**config.mk**
```make
export PLATFORM = sky130hd
export DESIGN_NAME = ser10_pad_tx
export DESIGN_NICKNAME = d
export VERILOG_FILES = /design/src/rtl/ser10_pkg.sv /design/src/rtl/ser10_word_timer.sv /design/src/rtl/ser10_char_select.sv /design/src/rtl/ser10_shifter.sv /design/src/rtl/ser10_pad_tx.sv
export SDC_FILE = /design/constraint.sdc
export NUM_CORES = 1
export LEC_CHECK = 0
export CAP_MARGIN = 10
export CORE_ASPECT_RATIO = 0.75
export CORE_MARGIN = 10
export CORE_UTILIZATION = 50
export CTS_BUF_LIST = sky130_fd_sc_hd__clkbuf_16
export DETAILED_ROUTE_END_ITERATION = 8
export PLACE_DENSITY = 0.77
export SYNTH_ARGS = -nofsm -noshare
export SYNTH_HDL_FRONTEND = slang
export SYNTH_SLANG_ARGS = --single-unit
```
**constraint.sdc**
```tcl
create_clock -name clk -period 1.7 [get_ports clk]
set_input_delay 0.34 -clock clk [delete_from_list [all_inputs] [get_ports clk]]
set_output_delay 0.34 -clock clk [all_outputs]
set_load 0.02 [all_outputs]
```
**src/rtl/ser10_pkg.sv**
```systemverilog
package ser10_pkg;
    localparam int CHAR_W = 10;

    typedef logic [CHAR_W-1:0] char_t;

    // comma forms, bit CHAR_W-1 is sent first
    localparam char_t COMMA_NEG = 10'b0011111010;
    localparam char_t COMMA_POS = 10'b1100000101;

    function automatic char_t comma_for(input logic rd_pos);
        return rd_pos ? COMMA_POS : COMMA_NEG;
    endfunction
endpackage

```
**src/rtl/ser10_word_timer.sv**
```systemverilog
module ser10_word_timer #(
    parameter int RATIO = 10
) (
    input  logic clk,
    input  logic rst,
    output logic word_stb
);
    localparam int CNT_W = (RATIO > 1) ? $clog2(RATIO) : 1;
    localparam logic [CNT_W-1:0] LAST = CNT_W'(RATIO - 1);

    typedef struct packed {
        logic [CNT_W-1:0] cnt;
    } tmr_t;

    tmr_t st_d, st_q;

    always_comb begin
        st_d = st_q;
        if (st_q.cnt == LAST) begin
            st_d.cnt = '0;
        end else begin
            st_d.cnt = st_q.cnt + 1'b1;
        end
    end

    always_ff @(posedge clk) begin
        if (rst) begin
            st_q <= '0;
        end else begin
            st_q <= st_d;
        end
    end

    assign word_stb = (st_q.cnt == LAST);

    p_strobe_single_r2: assert property (@(posedge clk) disable iff (rst)
        word_stb |=> !word_stb);
endmodule

```
**src/rtl/ser10_char_select.sv**
```systemverilog
module ser10_char_select
    import ser10_pkg::*;
(
    input  logic  clk,
    input  logic  rst,
    input  logic  word_stb,
    input  char_t data_in,
    input  logic  en_a_n,
    input  logic  en_b_n,
    output char_t char_q
);
    typedef struct packed {
        char_t hold;
        logic  rd_pos;
    } sel_t;

    sel_t st_d, st_q;
    logic en_any;

    assign en_any = !en_a_n || !en_b_n;

    always_comb begin
        st_d = st_q;
        if (word_stb) begin
            if (en_any) begin
                st_d.hold = data_in;
            end else begin
                st_d.hold   = comma_for(st_q.rd_pos);
                st_d.rd_pos = !st_q.rd_pos;
            end
        end
    end

    always_ff @(posedge clk) begin
        if (rst) begin
            st_q.hold   <= COMMA_NEG;
            st_q.rd_pos <= 1'b1;
        end else begin
            st_q <= st_d;
        end
    end

    assign char_q = st_q.hold;

    p_capture_r3: assert property (@(posedge clk) disable iff (rst)
        (word_stb && en_any) |=> (st_q.hold == $past(data_in)));

    p_comma_form_r5: assert property (@(posedge clk) disable iff (rst)
        (word_stb && !en_any) |=> (st_q.hold == COMMA_NEG || st_q.hold == COMMA_POS));

    p_rd_flip_r6: assert property (@(posedge clk) disable iff (rst)
        (word_stb && !en_any) |=> (st_q.rd_pos != $past(st_q.rd_pos)));

    p_rd_keep_r6: assert property (@(posedge clk) disable iff (rst)
        (word_stb && en_any) |=> $stable(st_q.rd_pos));

    p_hold_idle_r3: assert property (@(posedge clk) disable iff (rst)
        !word_stb |=> $stable(st_q.hold));
endmodule

```
**src/rtl/ser10_shifter.sv**
```systemverilog
module ser10_shifter
    import ser10_pkg::*;
(
    input  logic  clk,
    input  logic  rst,
    input  logic  word_stb,
    input  char_t char_in,
    output logic  bit_out
);
    typedef struct packed {
        char_t sh;
    } shf_t;

    shf_t st_d, st_q;

    always_comb begin
        st_d = st_q;
        if (word_stb) begin
            st_d.sh = char_in;
        end else begin
            st_d.sh = {st_q.sh[CHAR_W-2:0], 1'b0};
        end
    end

    always_ff @(posedge clk) begin
        if (rst) begin
            st_q <= '0;
        end else begin
            st_q <= st_d;
        end
    end

    assign bit_out = st_q.sh[CHAR_W-1];

    p_load_r4: assert property (@(posedge clk) disable iff (rst)
        word_stb |=> (st_q.sh == $past(char_in)));
endmodule

```
**src/rtl/ser10_pad_tx.sv**
```systemverilog
module ser10_pad_tx
    import ser10_pkg::*;
#(
    parameter int N_LANES = 3
) (
    input  logic               clk,
    input  logic               rst,
    input  logic [CHAR_W-1:0]  data_in,
    input  logic               en_a_n,
    input  logic               en_b_n,
    output logic [N_LANES-1:0] ser_out,
    output logic               word_stb
);
    char_t held_char;
    logic  tx_bit;

    ser10_word_timer #(.RATIO(CHAR_W)) u_timer (
        .clk      (clk),
        .rst      (rst),
        .word_stb (word_stb)
    );

    ser10_char_select u_select (
        .clk      (clk),
        .rst      (rst),
        .word_stb (word_stb),
        .data_in  (data_in),
        .en_a_n   (en_a_n),
        .en_b_n   (en_b_n),
        .char_q   (held_char)
    );

    ser10_shifter u_shift (
        .clk      (clk),
        .rst      (rst),
        .word_stb (word_stb),
        .char_in  (held_char),
        .bit_out  (tx_bit)
    );

    for (genvar g = 0; g < N_LANES; g++) begin : g_lane
        assign ser_out[g] = tx_bit;
    end

    p_low_after_reset_r7: assert property (@(posedge clk)
        rst |=> (ser_out == '0));
endmodule

```
After elaboration in Yosys (flattened, before gate mapping)
Cells that the tools add are included.

storage, ports and cells
  register bits = 25
  input port bits = 14
  output and inout bits = 4

operators by class
  add/subtract/negate cells = 1
  eq/ne operators = 1
  multiplexer cells = 3
  bitwise operators = 2
  reduce and logical (&&, ||, !) cells = 7

operators by type and width
  kind                                                            number
  10-bit 2-to-1 mux                                               3
  4-bit by 1-bit adder with 4-bit output (second input constant)  1
  4-bit equality test (second input constant)                     1
  2-bit OR reduction                                              2
  1-bit zero test                                                 3
  1-bit NOT                                                       2
  2-bit AND reduction                                             1
  1-bit logical OR                                                1

Depth between registers and ports, before layout
  word-level depth = 4
  depth in mapped cells = 7
  mapped depth without buffers = 6

Modules after synthesis
A second synthesis with hierarchy kept.

second synthesis, totals
  cell total of the unflattened synthesis = 117
  area, all modules = 1151.1 µm²

modules (own cells, without submodules)
  module             times used  cells an instance  area each (µm²)
  ser10_char_select  1           63                 591.8
  ser10_shifter      1           31                 352.8
  ser10_word_timer   1           20                 183.9
  ser10_pad_tx       1           3                  22.5

Worst setup path before layout
No wires, ideal clock.

  kind = reg2out
  start point = register u_timer.st_q[0] (netlist bit)
  end point = output port word_stb
  data arrival time = 0.960 ns
  data required time = 1.360 ns
  setup slack = 0.400 ns
  stages on the path, launching flop included = 5
  path through = dfxtp_1 > ha_1 > nand3b_4 > inv_2 > buf_6

between the ends
  longest elaborated chain between the ends = 1

RTL lines
  element                 line                    RTL
  from (decl)             ser10_word_timer.sv:15  tmr_t st_d, st_q;
  from (signal assigned)  ser10_word_timer.sv:30  st_q <= st_d;
  4-bit equality test     ser10_word_timer.sv:34  assign word_stb = (st_q.cnt == LAST);
  to (decl)               ser10_pad_tx.sv:12      output logic word_stb

No other way between the ends.

Worst setup path after layout
  start point = register u_timer.st_q[1] (netlist bit)
  end point = output port word_stb

The elaborated chain is that of the path after synthesis.

==> impl_metrics.env <==
export IMPL_relSlewSlack_pct=75.02
export IMPL_first_global_vias=767
export IMPL_ys_types=23
export IMPL_coreArea_sq_um=1805
export IMPL_syn_inst=115
export IMPL_hold_viol=0
export IMPL_cts_sinks=25
export IMPL_ys_seq_area_share_pct=50.13
export IMPL_async_reset_ff_share_pct=0
export IMPL_syn_nets=131
export IMPL_drt_initial_drc_count=50
export IMPL_cts_buffers=3
export IMPL_skew_ps=2.272
export IMPL_grt_pass1_wl_um=3456
export IMPL_critPathArrivalTime_ps=1280
export IMPL_die_area_sq_um=4203
export IMPL_worstSetupPathType="flop to output pin"
export IMPL_p_per_area_nw_per_um2=949.0
export IMPL_clkTransAtPathRegs_ps=60
export IMPL_track_usage_pct=10.30
export IMPL_antenna_found_initial=0
export IMPL_synthTopCellsByArea="dfxtp_1 (50%), a21oi_1 (11%), nand2_1 (7.5%), nor3_1 (7.0%), a211oi_1 (3.0%)"
export IMPL_cts_tree="built"
export IMPL_place_ws_ps=49.83
export IMPL_wire_per_inst_um=14.01
export IMPL_clock_path_buffers=2
export IMPL_grt_max_degree=23
export IMPL_cts_setup_buffers=0
export IMPL_gp_congestion=0.7530
export IMPL_crit_fanout=2
export IMPL_hold_buffers=0
export IMPL_ys_flop_type="dfxtp_1"
export IMPL_cp_start_kind="flop"
export IMPL_drt_pass1_iter_count=4
export IMPL_hold_path_class="flop to flop"
export IMPL_maxCapViolations=0
export IMPL_hpwl_um=1506
export IMPL_clock_fmax_mhz=617.9
export IMPL_htreeDepth=1
export IMPL_die_x_um=71.60
export IMPL_avgSynthCellArea_sq_um=8.682
export IMPL_vias=833
export IMPL_ir_drop_uv=903.0
export IMPL_areaGrowthSynthToFinish_pct=25.69
export IMPL_synth_top_area_share_pct=50.13
export IMPL_end_kind="output pin"
export IMPL_finalSetupViolations=0
export IMPL_synth_top_area_cell="dfxtp_1"
export IMPL_vias_per_cell=5.409
export IMPL_dp_cells=150
export IMPL_yosys_warnings=0
export IMPL_ys_seq_elements=25
export IMPL_clock_latency_ps=250
export IMPL_synth_edf_count=0
export IMPL_final_layout_size_suffix_gt1_share_pct=9.091
export IMPL_clock_root_buffer="clkbuf_16"
export IMPL_fin_crit_ps=1618
export IMPL_antenna_cells=0
export IMPL_nNetsFinal=149
export IMPL_rows=13
export IMPL_routed_wl_um=2157
export IMPL_pin_count=18
export IMPL_slew_viol_final=0
export IMPL_drtAntennaViolNets=0
export IMPL_fin_tns_setup_ps=0
export IMPL_place_port_buffers=17
export IMPL_finalNonFillerCells=154
export IMPL_synth_common_cells="dfxtp_1 (25), a21oi_1 (21), nand2_1 (20)"
export IMPL_timing_final_ws_setup_ps=81.71
export IMPL_grt_overflow=0
export IMPL_p_leak_nw=0.4790
export IMPL_synth_most_common_cell="dfxtp_1"
export IMPL_synth_area_sq_um=998.5
export IMPL_finalCritPeriodShare_pct=95.19
export IMPL_worstMarginPinSlew_ps=373.3
export IMPL_die_h_um=58.70
export IMPL_drc=0
export IMPL_rsz0062_at_grt="false"
export IMPL_run_status="finished clean"
export IMPL_start_util_pct=55.30
export IMPL_required_ps=1360
export IMPL_nFillCells=142
## kinds of logic (layout without fill, tap and decap cells)
logic type      count (synthesis)  count (layout)  share of synthesized area (%)
simple gates                   47              47                          23.81
xor+xnor                        1               1                         0.8774
compound gates                 27              27                          14.66
flops                          25              25                          50.13
fa+ha+maj                       2               2                          2.506
buf+inv                        13              30                          8.018
## registers in the layout (all words and copies together), names as in the netlist
signal / cells
u_timer.st_q: 4
u_select.char_q: 10
u_select.st_q: 1
u_shift.st_q: 10
## cells in the final DEF, fill, tap and decap left out
| cell type | count |
|---|---|
| a211oi_1 | 4 |
| a21oi_1 | 21 |
| a31oi_1 | 1 |
| and3_1 | 1 |
| and3b_1 | 1 |
| buf_4 | 7 |
| clkbuf_16 | 3 |
| clkdlybuf4s15_1 | 1 |
| clkdlybuf4s50_1 | 16 |
| dfxtp_1 | 25 |
| ha_1 | 2 |
| inv_1 | 2 |
| inv_2 | 1 |
| nand2_1 | 20 |
| nand3_1 | 1 |
| nand3b_4 | 1 |
| nand4b_1 | 1 |
| nor2_1 | 5 |
| nor3_1 | 14 |
| nor3b_1 | 1 |
| o21ai_1 | 1 |
| or3b_1 | 2 |
| xnor2_1 | 1 |
## power by group
group	leakage, nW	internal [mW]	switching [mW]
clock network	0.0423	0.314	0.190
registers	0.202	0.593	0.00565
logic	0.234	0.0503	0.0378
## through the flow
| step | power (mW) | util (%) | cell area [sq um] | hold WS, ps |
|---|---|---|---|---|
| floorplan | 0.6472 | - | 998.5 | 421.8 |
| global placement | 0.6939 | 65.14 | 1176 | 426.0 |
| detailed placement | 0.6989 | 65.14 | 1176 | 435.8 |
| CTS | 1.201 | 69.44 | 1254 | 443.9 |
| global route | 1.235 | 69.51 | 1255 | 453.6 |
| finish | 1.191 | 69.51 | 1255 | 440.3 |
## path summary, 6_finish.rpt
kind	startpoint	to	slack, ps	cells past startpoint
worst min-delay path	u_shift.st_q[0]$_SDFF_PP0_	u_shift.st_q[1]$_SDFF_PP0_	440	2
worst max register to register	u_timer.st_q[1]$_SDFF_PP0_	u_select.st_q[0]$_SDFFE_PP1P_	200	6
worst max-delay path	u_timer.st_q[1]$_SDFF_PP0_	word_stb	80	5
worst min register to register	u_shift.st_q[0]$_SDFF_PP0_	u_shift.st_q[1]$_SDFF_PP0_	440	2
## final cells by class
cell class	count	area, sq um	share of cell area [%]
clock inverters	1	3.754	0.2991
multi-input cells	77	417.9	33.30
repair buffers	24	222.7	17.75
well taps	22	27.53	2.193
inverters	2	7.507	0.5982
flip-flops and latches	25	500.5	39.88
clock buffers	3	75.07	5.982
## critical path, stage by stage, from the launching register on
cell and delay [ps]:
dfxtp_1 310, inv_1 60, ha_1 210, nand3b_4 90, inv_2 60, clkdlybuf4s15_1 290
## repair_timing
action / in CTS / in global routing
resized for setup: 1 / 1
cloned: 0 / 0
setup endpoints to repair: 1 / 1
## routing by layer
layer  wire length, um  global-route usage, %  vias to the layer above  share of wire, %
li1                  -                      -                      423                 -
met4                14                  4.683                        0              0.65
met2               973                  16.21                       32                45
met5                 0                      0                        -                 0
met3               170                  4.355                        2               7.9
met1               999                  11.92                      376                46
Power figures use the tool's default switching activity.
